$ cat src/rtl/acc_seq_pkg.sv
package acc_seq_pkg;

  // Phases of one instruction
  typedef enum logic [3:0] {
    ST_FA,   // present program counter as address
    ST_FW,   // memory read in flight, counter steps
    ST_DEC,  // capture instruction word
    ST_IW,   // pointer read in flight
    ST_IL,   // capture pointer as effective address
    ST_EX,   // execute / launch operand read
    ST_RD,   // capture operand into data register
    ST_OP,   // combine operand with accumulator
    ST_WR    // store cycle
  } seq_t;

  typedef enum logic [3:0] {
    K_NOP, K_AND, K_ADD, K_LDA, K_STA, K_JMP, K_CMA, K_CLA, K_INP
  } kind_t;

  localparam logic [2:0]  OPC_AND = 3'd0;
  localparam logic [2:0]  OPC_ADD = 3'd1;
  localparam logic [2:0]  OPC_LDA = 3'd2;
  localparam logic [2:0]  OPC_STA = 3'd3;
  localparam logic [2:0]  OPC_JMP = 3'd4;
  localparam logic [2:0]  OPC_EXT = 3'd7;

  localparam logic [11:0] RC_INVERT = 12'h200;
  localparam logic [11:0] RC_ZERO   = 12'h800;
  localparam logic [11:0] IOC_READ  = 12'h800;

endpackage

$ cat src/rtl/acc_seq_decode.sv
module acc_seq_decode
  import acc_seq_pkg::*;
#(
  parameter int WORD_W = 16,
  parameter int ADDR_W = 12
) (
  input  logic [WORD_W-1:0] word,
  output kind_t             kind,
  output logic              indirect
);
  localparam int OPC_HI = WORD_W - 2;
  localparam int OPC_LO = WORD_W - 4;

  logic              mode;
  logic [2:0]        opc;
  logic [ADDR_W-1:0] fld;

  assign mode = word[WORD_W-1];
  assign opc  = word[OPC_HI:OPC_LO];
  assign fld  = word[ADDR_W-1:0];

  always_comb begin
    kind = K_NOP;
    if (opc != OPC_EXT) begin
      unique case (opc)
        OPC_AND: kind = K_AND;
        OPC_ADD: kind = K_ADD;
        OPC_LDA: kind = K_LDA;
        OPC_STA: kind = K_STA;
        OPC_JMP: kind = K_JMP;
        default: kind = K_NOP;
      endcase
    end else if (!mode) begin
      if (fld == RC_INVERT)    kind = K_CMA;
      else if (fld == RC_ZERO) kind = K_CLA;
    end else if (fld == IOC_READ) begin
      kind = K_INP;
    end
  end

  assign indirect = mode && (opc != OPC_EXT);

endmodule

$ cat src/rtl/acc_seq_alu.sv
module acc_seq_alu
  import acc_seq_pkg::*;
#(
  parameter int WORD_W = 16,
  parameter int CHAR_W = 8
) (
  input  kind_t             kind,
  input  logic [WORD_W-1:0] acc,
  input  logic [WORD_W-1:0] opnd,
  input  logic [CHAR_W-1:0] chr,
  output logic [WORD_W-1:0] res
);
  always_comb begin
    unique case (kind)
      K_AND:   res = acc & opnd;
      K_ADD:   res = acc + opnd;
      K_LDA:   res = opnd;
      K_CMA:   res = ~acc;
      K_CLA:   res = '0;
      K_INP:   res = {acc[WORD_W-1:CHAR_W], chr};
      default: res = acc;
    endcase
  end
endmodule

$ cat src/rtl/acc_sequencer.sv
module acc_sequencer
  import acc_seq_pkg::*;
#(
  parameter int WORD_W = 16,
  parameter int ADDR_W = 12,
  parameter int CHAR_W = 8
) (
  input  logic              clk,
  input  logic              rst,
  output logic [ADDR_W-1:0] mem_addr,
  input  logic [WORD_W-1:0] mem_rdata,
  output logic [WORD_W-1:0] mem_wdata,
  output logic              mem_we,
  input  logic [CHAR_W-1:0] in_char,
  input  logic              in_ready,
  output logic              in_ack,
  output logic [WORD_W-1:0] acc_o,
  output logic [ADDR_W-1:0] pc_o
);
  localparam logic [ADDR_W-1:0] PC_STEP = ADDR_W'(1);

  seq_t              st_q;
  logic [ADDR_W-1:0] pc_q, ar_q;
  logic [WORD_W-1:0] ir_q, dr_q, acc_q, wd_q;
  logic              we_q, ack_q;

  logic [WORD_W-1:0] dec_word;
  kind_t             kind;
  logic              ind;
  logic [WORD_W-1:0] alu_res;

  // During the capture cycle decode straight from the read bus
  assign dec_word = (st_q == ST_DEC) ? mem_rdata : ir_q;

  acc_seq_decode #(.WORD_W(WORD_W), .ADDR_W(ADDR_W)) u_dec (
    .word     (dec_word),
    .kind     (kind),
    .indirect (ind)
  );

  acc_seq_alu #(.WORD_W(WORD_W), .CHAR_W(CHAR_W)) u_alu (
    .kind (kind),
    .acc  (acc_q),
    .opnd (dr_q),
    .chr  (in_char),
    .res  (alu_res)
  );

  always_ff @(posedge clk) begin
    if (rst) begin
      st_q  <= ST_FA;
      pc_q  <= '0;
      ar_q  <= '0;
      ir_q  <= '0;
      dr_q  <= '0;
      acc_q <= '0;
      wd_q  <= '0;
      we_q  <= 1'b0;
      ack_q <= 1'b0;
    end else begin
      we_q  <= 1'b0;
      ack_q <= 1'b0;
      unique case (st_q)
        ST_FA: begin
          ar_q <= pc_q;
          st_q <= ST_FW;
        end
        ST_FW: begin
          pc_q <= pc_q + PC_STEP;
          st_q <= ST_DEC;
        end
        ST_DEC: begin
          ir_q <= mem_rdata;
          ar_q <= mem_rdata[ADDR_W-1:0];
          st_q <= ind ? ST_IW : ST_EX;
        end
        ST_IW: st_q <= ST_IL;
        ST_IL: begin
          ar_q <= mem_rdata[ADDR_W-1:0];
          st_q <= ST_EX;
        end
        ST_EX: begin
          unique case (kind)
            K_AND, K_ADD, K_LDA: st_q <= ST_RD;
            K_STA: begin
              we_q <= 1'b1;
              wd_q <= acc_q;
              st_q <= ST_WR;
            end
            K_JMP: begin
              pc_q <= ar_q;
              st_q <= ST_FA;
            end
            K_CMA, K_CLA: begin
              acc_q <= alu_res;
              st_q  <= ST_FA;
            end
            K_INP: begin
              if (in_ready) begin
                acc_q <= alu_res;
                ack_q <= 1'b1;
                st_q  <= ST_FA;
              end
            end
            default: st_q <= ST_FA;
          endcase
        end
        ST_RD: begin
          dr_q <= mem_rdata;
          st_q <= ST_OP;
        end
        ST_OP: begin
          acc_q <= alu_res;
          st_q  <= ST_FA;
        end
        ST_WR: st_q <= ST_FA;
        default: st_q <= ST_FA;
      endcase
    end
  end

  assign mem_addr  = ar_q;
  assign mem_wdata = wd_q;
  assign mem_we    = we_q;
  assign in_ack    = ack_q;
  assign acc_o     = acc_q;
  assign pc_o      = pc_q;

endmodule

$ cat config.mk
export PLATFORM = sky130hd
export DESIGN_NAME = acc_sequencer
export DESIGN_NICKNAME = d
export VERILOG_FILES = /design/src/rtl/acc_seq_pkg.sv /design/src/rtl/acc_seq_decode.sv /design/src/rtl/acc_seq_alu.sv /design/src/rtl/acc_sequencer.sv
export SDC_FILE = /design/constraint.sdc
export NUM_CORES = 1
export LEC_CHECK = 0
export ABC_AREA = 1
export BUFFER_PORTS_ARGS = -buffer_cell sky130_fd_sc_hd__buf_2
export CORE_MARGIN = 4
export CORE_UTILIZATION = 35
export CTS_BUF_LIST = sky130_fd_sc_hd__clkbuf_8 sky130_fd_sc_hd__clkbuf_16
export CTS_CLUSTER_SIZE = 16
export DETAILED_ROUTE_END_ITERATION = 12
export PLACE_DENSITY = 0.54
export SETUP_SLACK_MARGIN = 0.3
export SYNTH_ARGS = -nofsm -noshare
export SYNTH_HDL_FRONTEND = slang
export SYNTH_HIERARCHICAL = 1
export SYNTH_SLANG_ARGS = --single-unit
$ cat constraint.sdc
create_clock -name clk -period 3.1 [get_ports clk]
set_input_delay 0.775 -clock clk [delete_from_list [all_inputs] [get_ports clk]]
set_output_delay 0.775 -clock clk [all_outputs]
set_load 0.02 [all_outputs]
==> results_tabular.tex <==
\begin{tabular}{lr}
\hline
Metric & Value \\
\hline
\multicolumn{2}{l}{\textbf{Status}} \\
Run status & complete, no violations \\
\multicolumn{2}{l}{\textbf{Flow run}} \\
Number of max-capacitance violations reported & 0 \\
\multicolumn{2}{l}{\textbf{Hold path}} \\
Start point of the worst hold path & mem\_wdata[2]\$\_SDFFE\_PP0P\_ \\
Class of the worst hold path & reg -> reg \\
\multicolumn{2}{l}{\textbf{Global routing}} \\
GRT overflow & 0 \\
Global-route wire length before repair & slightly above 30000 microns \\
GRT Total Usage & just under 20\% \\
Largest net degree at the start of global routing & 49 \\
Antenna violations before repair & 0 \\
Vias in the first global route & around 5.9k \\
\multicolumn{2}{l}{\textbf{Setup path}} \\
Critical path type & reg -> reg \\
Startpoint class of the critical path & flop \\
Launch instance of the worst register-to-register path & st\_q[1]\$\_SDFFE\_PP0P\_ \\
Critical path endpoint category & flop \\
Worst setup path startpoint & st\_q[1]\$\_SDFFE\_PP0P\_ \\
Slack of the worst reg-to-reg path & $\sim$0.20 ns \\
Critical path peak fanout & 9 \\
CP arrival & around 3.2 ns \\
Critical path required time & approximately 3.4 ns \\
\multicolumn{2}{l}{\textbf{Cells and area}} \\
Final antenna diode count & 0 \\
Most common cell after layout, fill and taps aside & nand2\_1 \\
Commonest cells after routing, fill and taps aside & 240 x nand2\_1, 161 x inv\_1, 127 x nor2\_1 \\
Filler cell count & approximately 1.8k \\
Utilization after layout & a little under half \\
Fraction of layout cells with a size suffix above 1 & $\sim$22\% \\
Area added between synthesis and finish & 27.47\% \\
Net count reported at finish & about 1.2k \\
\multicolumn{2}{l}{\textbf{Clock tree}} \\
Clock Tree Root & clkbuf\_16 \\
CTS sink cnt & 94 \\
Clock tree from TritonCTS & yes \\
Clock H-tree levels & 3 \\
Hold-fix buffer count after cts & 0 \\
Number of buffers created by CTS & 9 \\
Clock network latency to the later pin of the worst-skew pair & between 0.3 and 0.4 ns \\
Post-CTS clock slew at the launch and capture registers of the worst setup and hold paths & around 0.070 ns \\
Clock Path Buffers & 2 \\
\multicolumn{2}{l}{\textbf{Floorplanning}} \\
Chip Width & 140.1 microns \\
Die area & $\sim$0.02 sq mm \\
Floorplan Core Area & 0.01718 sq mm \\
Number of placement rows & 48 \\
IO Pins & 85 \\
Die H & approximately 140 microns \\
Starting density of the core & between 30 and 40\% \\
\multicolumn{2}{l}{\textbf{Timing}} \\
Slew @ Worst Pin & between 0.7 and 0.8 ns \\
Final worst path period need & 2.897 ns \\
Setup violations, final & 0 \\
Tightest slew margin relative to the limit & a little under half \\
Clk\_skew & roughly 0.009 ns \\
Hold Vio Cnt, Final & 0 \\
Worst slack on hold paths & between 0.4 and 0.5 ns \\
Count of final max-slew check failures & 0 \\
Final Cycle Share & between 90\% and 100\% \\
Maximum achievable frequency & approximately 350 MHz \\
Unrepaired setup endpoints after global routing & true \\
\multicolumn{2}{l}{\textbf{Routing}} \\
Routed via count & about 6.6k \\
Antenna Violating Nets Remaining & 0 \\
Initial DRC count & 389 \\
Post-detailed-route wirelength per cell & roughly 15 microns \\
Number of DRC violations after detailed routing & 0 \\
Detailed-routing iteration count for the pre-antenna-repair pass & 5 \\
Avg Vias per Cell & 4.905 \\
Total Routed Length & about 20000 microns \\
\multicolumn{2}{l}{\textbf{Power and ir drop}} \\
Net switching share of the total power & between 30\% and 40\% \\
Flop pwr share & 37.8\% \\
Power density cells & 451.7 mW/mm\^{}2 \\
Maximum ir drop on the vdd rail & roughly 0.00034 V \\
Cell internal power dissipation & approximately 2300 uW \\
Relative contribution of the clock network to total power & about a third \\
P\_sw & approximately 1200 uW \\
Leakage power summed over all cells & between 0.003 and 0.004 uW \\
Power share of the combinational group & just under 30\% \\
\multicolumn{2}{l}{\textbf{Place}} \\
Count of input and output buffers & 84 \\
Detailed placement HPWL & about 14000 microns \\
Weighted congestion at the end of routability-driven global placement & 0.8898 \\
\multicolumn{2}{l}{\textbf{Synthesis}} \\
Cell Area, Synth & 0.006103 sq mm \\
Area fraction in compound gates after synthesis & about an eighth \\
Ys async rst share & 0\% \\
Main combinational cell family by area after synthesis & simple AND/OR/NAND/NOR gates \\
Adder and majority gate portion of the synthesized area & under 10\% \\
Portion of the post-synthesis area used by sequential elements & a little under a third \\
Distinct cells, synth & 41 \\
Simple-gate share of the synthesized area & around 38\% \\
Main flop type after synthesis & dfxtp\_1 \\
Count of yosys warnings during synthesis & 6 \\
Number of flops mapped to enable cells by yosys & 0 \\
Xor and xnor area share after synthesis & less than 1\% \\
Gate Count Post-Synth & 991 \\
Share of cell area taken by muxes after synthesis & 0\% \\
Average instance area after synthesis & between 6 and 7 sq um \\
Syn nets & between 1k and 1.5k \\
Number of synthesized register bits & 94 \\
\hline
\end{tabular}
flip-flops by register name, summed over array words and instances (netlist names):
register,flops
mem_addr,12
mem_we,1
ir_q,16
mem_wdata,16
pc_o,12
dr_q,16
st_q,4
acc_o,16
in_ack,1
area by class of cell:
cell class                 instances  area [sq um]  share of cell area (%)
clock buffer                      10         239.0                   3.072
sequential                        94          1888                   24.27
clock inverter                     6         68.82                  0.8845
timing repair buffer             141          1020                   13.11
multi-input combinational        688          3591                   46.16
inverter                         176         683.2                   8.781
timing repair inverter             1         8.758                  0.1126
tap                              225         281.5                   3.619
stage by stage:
stage | TNS [ns] | instance area [sq um] | power [uW] | instances | worst slack, ns
floorplan | 0 | 6106 | 1909 | 991 | 0.3276
global placement | 0 | 6895 | 2169 | 1298 | 0.003298
detailed placement | 0 | 6895 | 2171 | 1298 | 0.002770
CTS | 0 | 7346 | 3375 | 1320 | 0.2754
global route | -0.01977 | 7780 | 3691 | 1341 | -0.01064
finish | 0 | 7780 | 3514 | 1341 | 0.2034
kinds of logic after synthesis:
kind of cell / count (synthesis)
simple gates: 518
buf+inv: 209
compound gates: 149
flops: 94
fa+ha+maj: 18
xor+xnor: 3
worst max-delay path, stage by stage, from the launching register on:
cell and delay (ns):
dfxtp_4 0.36, inv_4 0.07, nor2_4 0.04, nand2_4 0.15, inv_8 0.06, or2_2 0.28, o21ai_2 0.07, inv_1 0.05
nor2_1 0.10, nand2_1 0.10, nor2_4 0.16, nand3_4 0.11, nand2_4 0.13, nor2_4 0.06, nand3_4 0.10, clkinv_4 0.10
buf_4 0.14, buf_4 0.12, a221oi_2 0.19, nand4_1 0.11, inv_1 0.08, nand4_1 0.09, nand2_1 0.09, nor2_1 0.04
timing repair:
action | CTS | global route
gates resized for setup | 39 | 70
setup endpoints to repair | 29 | 45
pin swaps | 8 | 21
cloned | 0 | 5
setup buffers | 6 | 16
power by group through the flow:
stage	Combinational (uW)	Clock (uW)	Sequential, uW
2_1_floorplan	525	0	1380
3_3_place_gp	815	0	1350
3_5_place_dp	818	0	1350
4_1_cts	863	1190	1330
5_1_grt	1120	1230	1340
6_report	1020	1160	1330
synth_stat cells (5+ instances only):
library cell / count / area [sq um]
a21oi_1: 57 / 285.3
buf_2: 9 / 45.04
buf_6: 6 / 67.56
clkbuf_1: 14 / 52.55
dfxtp_1: 94 / 1882
ha_1: 17 / 212.7
inv_1: 166 / 623.1
inv_2: 8 / 30.03
nand2_1: 247 / 927.1
nand2_2: 5 / 31.28
nand3_1: 50 / 250.2
nand3b_1: 6 / 45.04
nand4_1: 28 / 175.2
nor2_1: 131 / 491.7
nor2_2: 8 / 50.05
nor3_1: 5 / 25.02
o2111ai_1: 6 / 52.55
o21ai_0: 62 / 310.3
o21ai_1: 14 / 70.07
or2_0: 8 / 50.05
or2_2: 15 / 93.84
worst paths after layout:
| path | endpoint | depth (start not counted) |
|---|---|---|
| max | acc_o[6]$_SDFFE_PP0P_ | 23 |
| min | mem_wdata[2]$_SDFFE_PP0P_ | 2 |
| max reg2reg | acc_o[6]$_SDFFE_PP0P_ | 23 |
| min reg2reg | mem_wdata[2]$_SDFFE_PP0P_ | 2 |
metal layers:
metal  GRT usage (%)  routed length, microns
met1           25.46                    9031
met2           31.93                    9579
met3           4.097                    1082
met4           5.711                     405
met5               0                       0
Note: power is estimated with default switching activity, not from simulation.
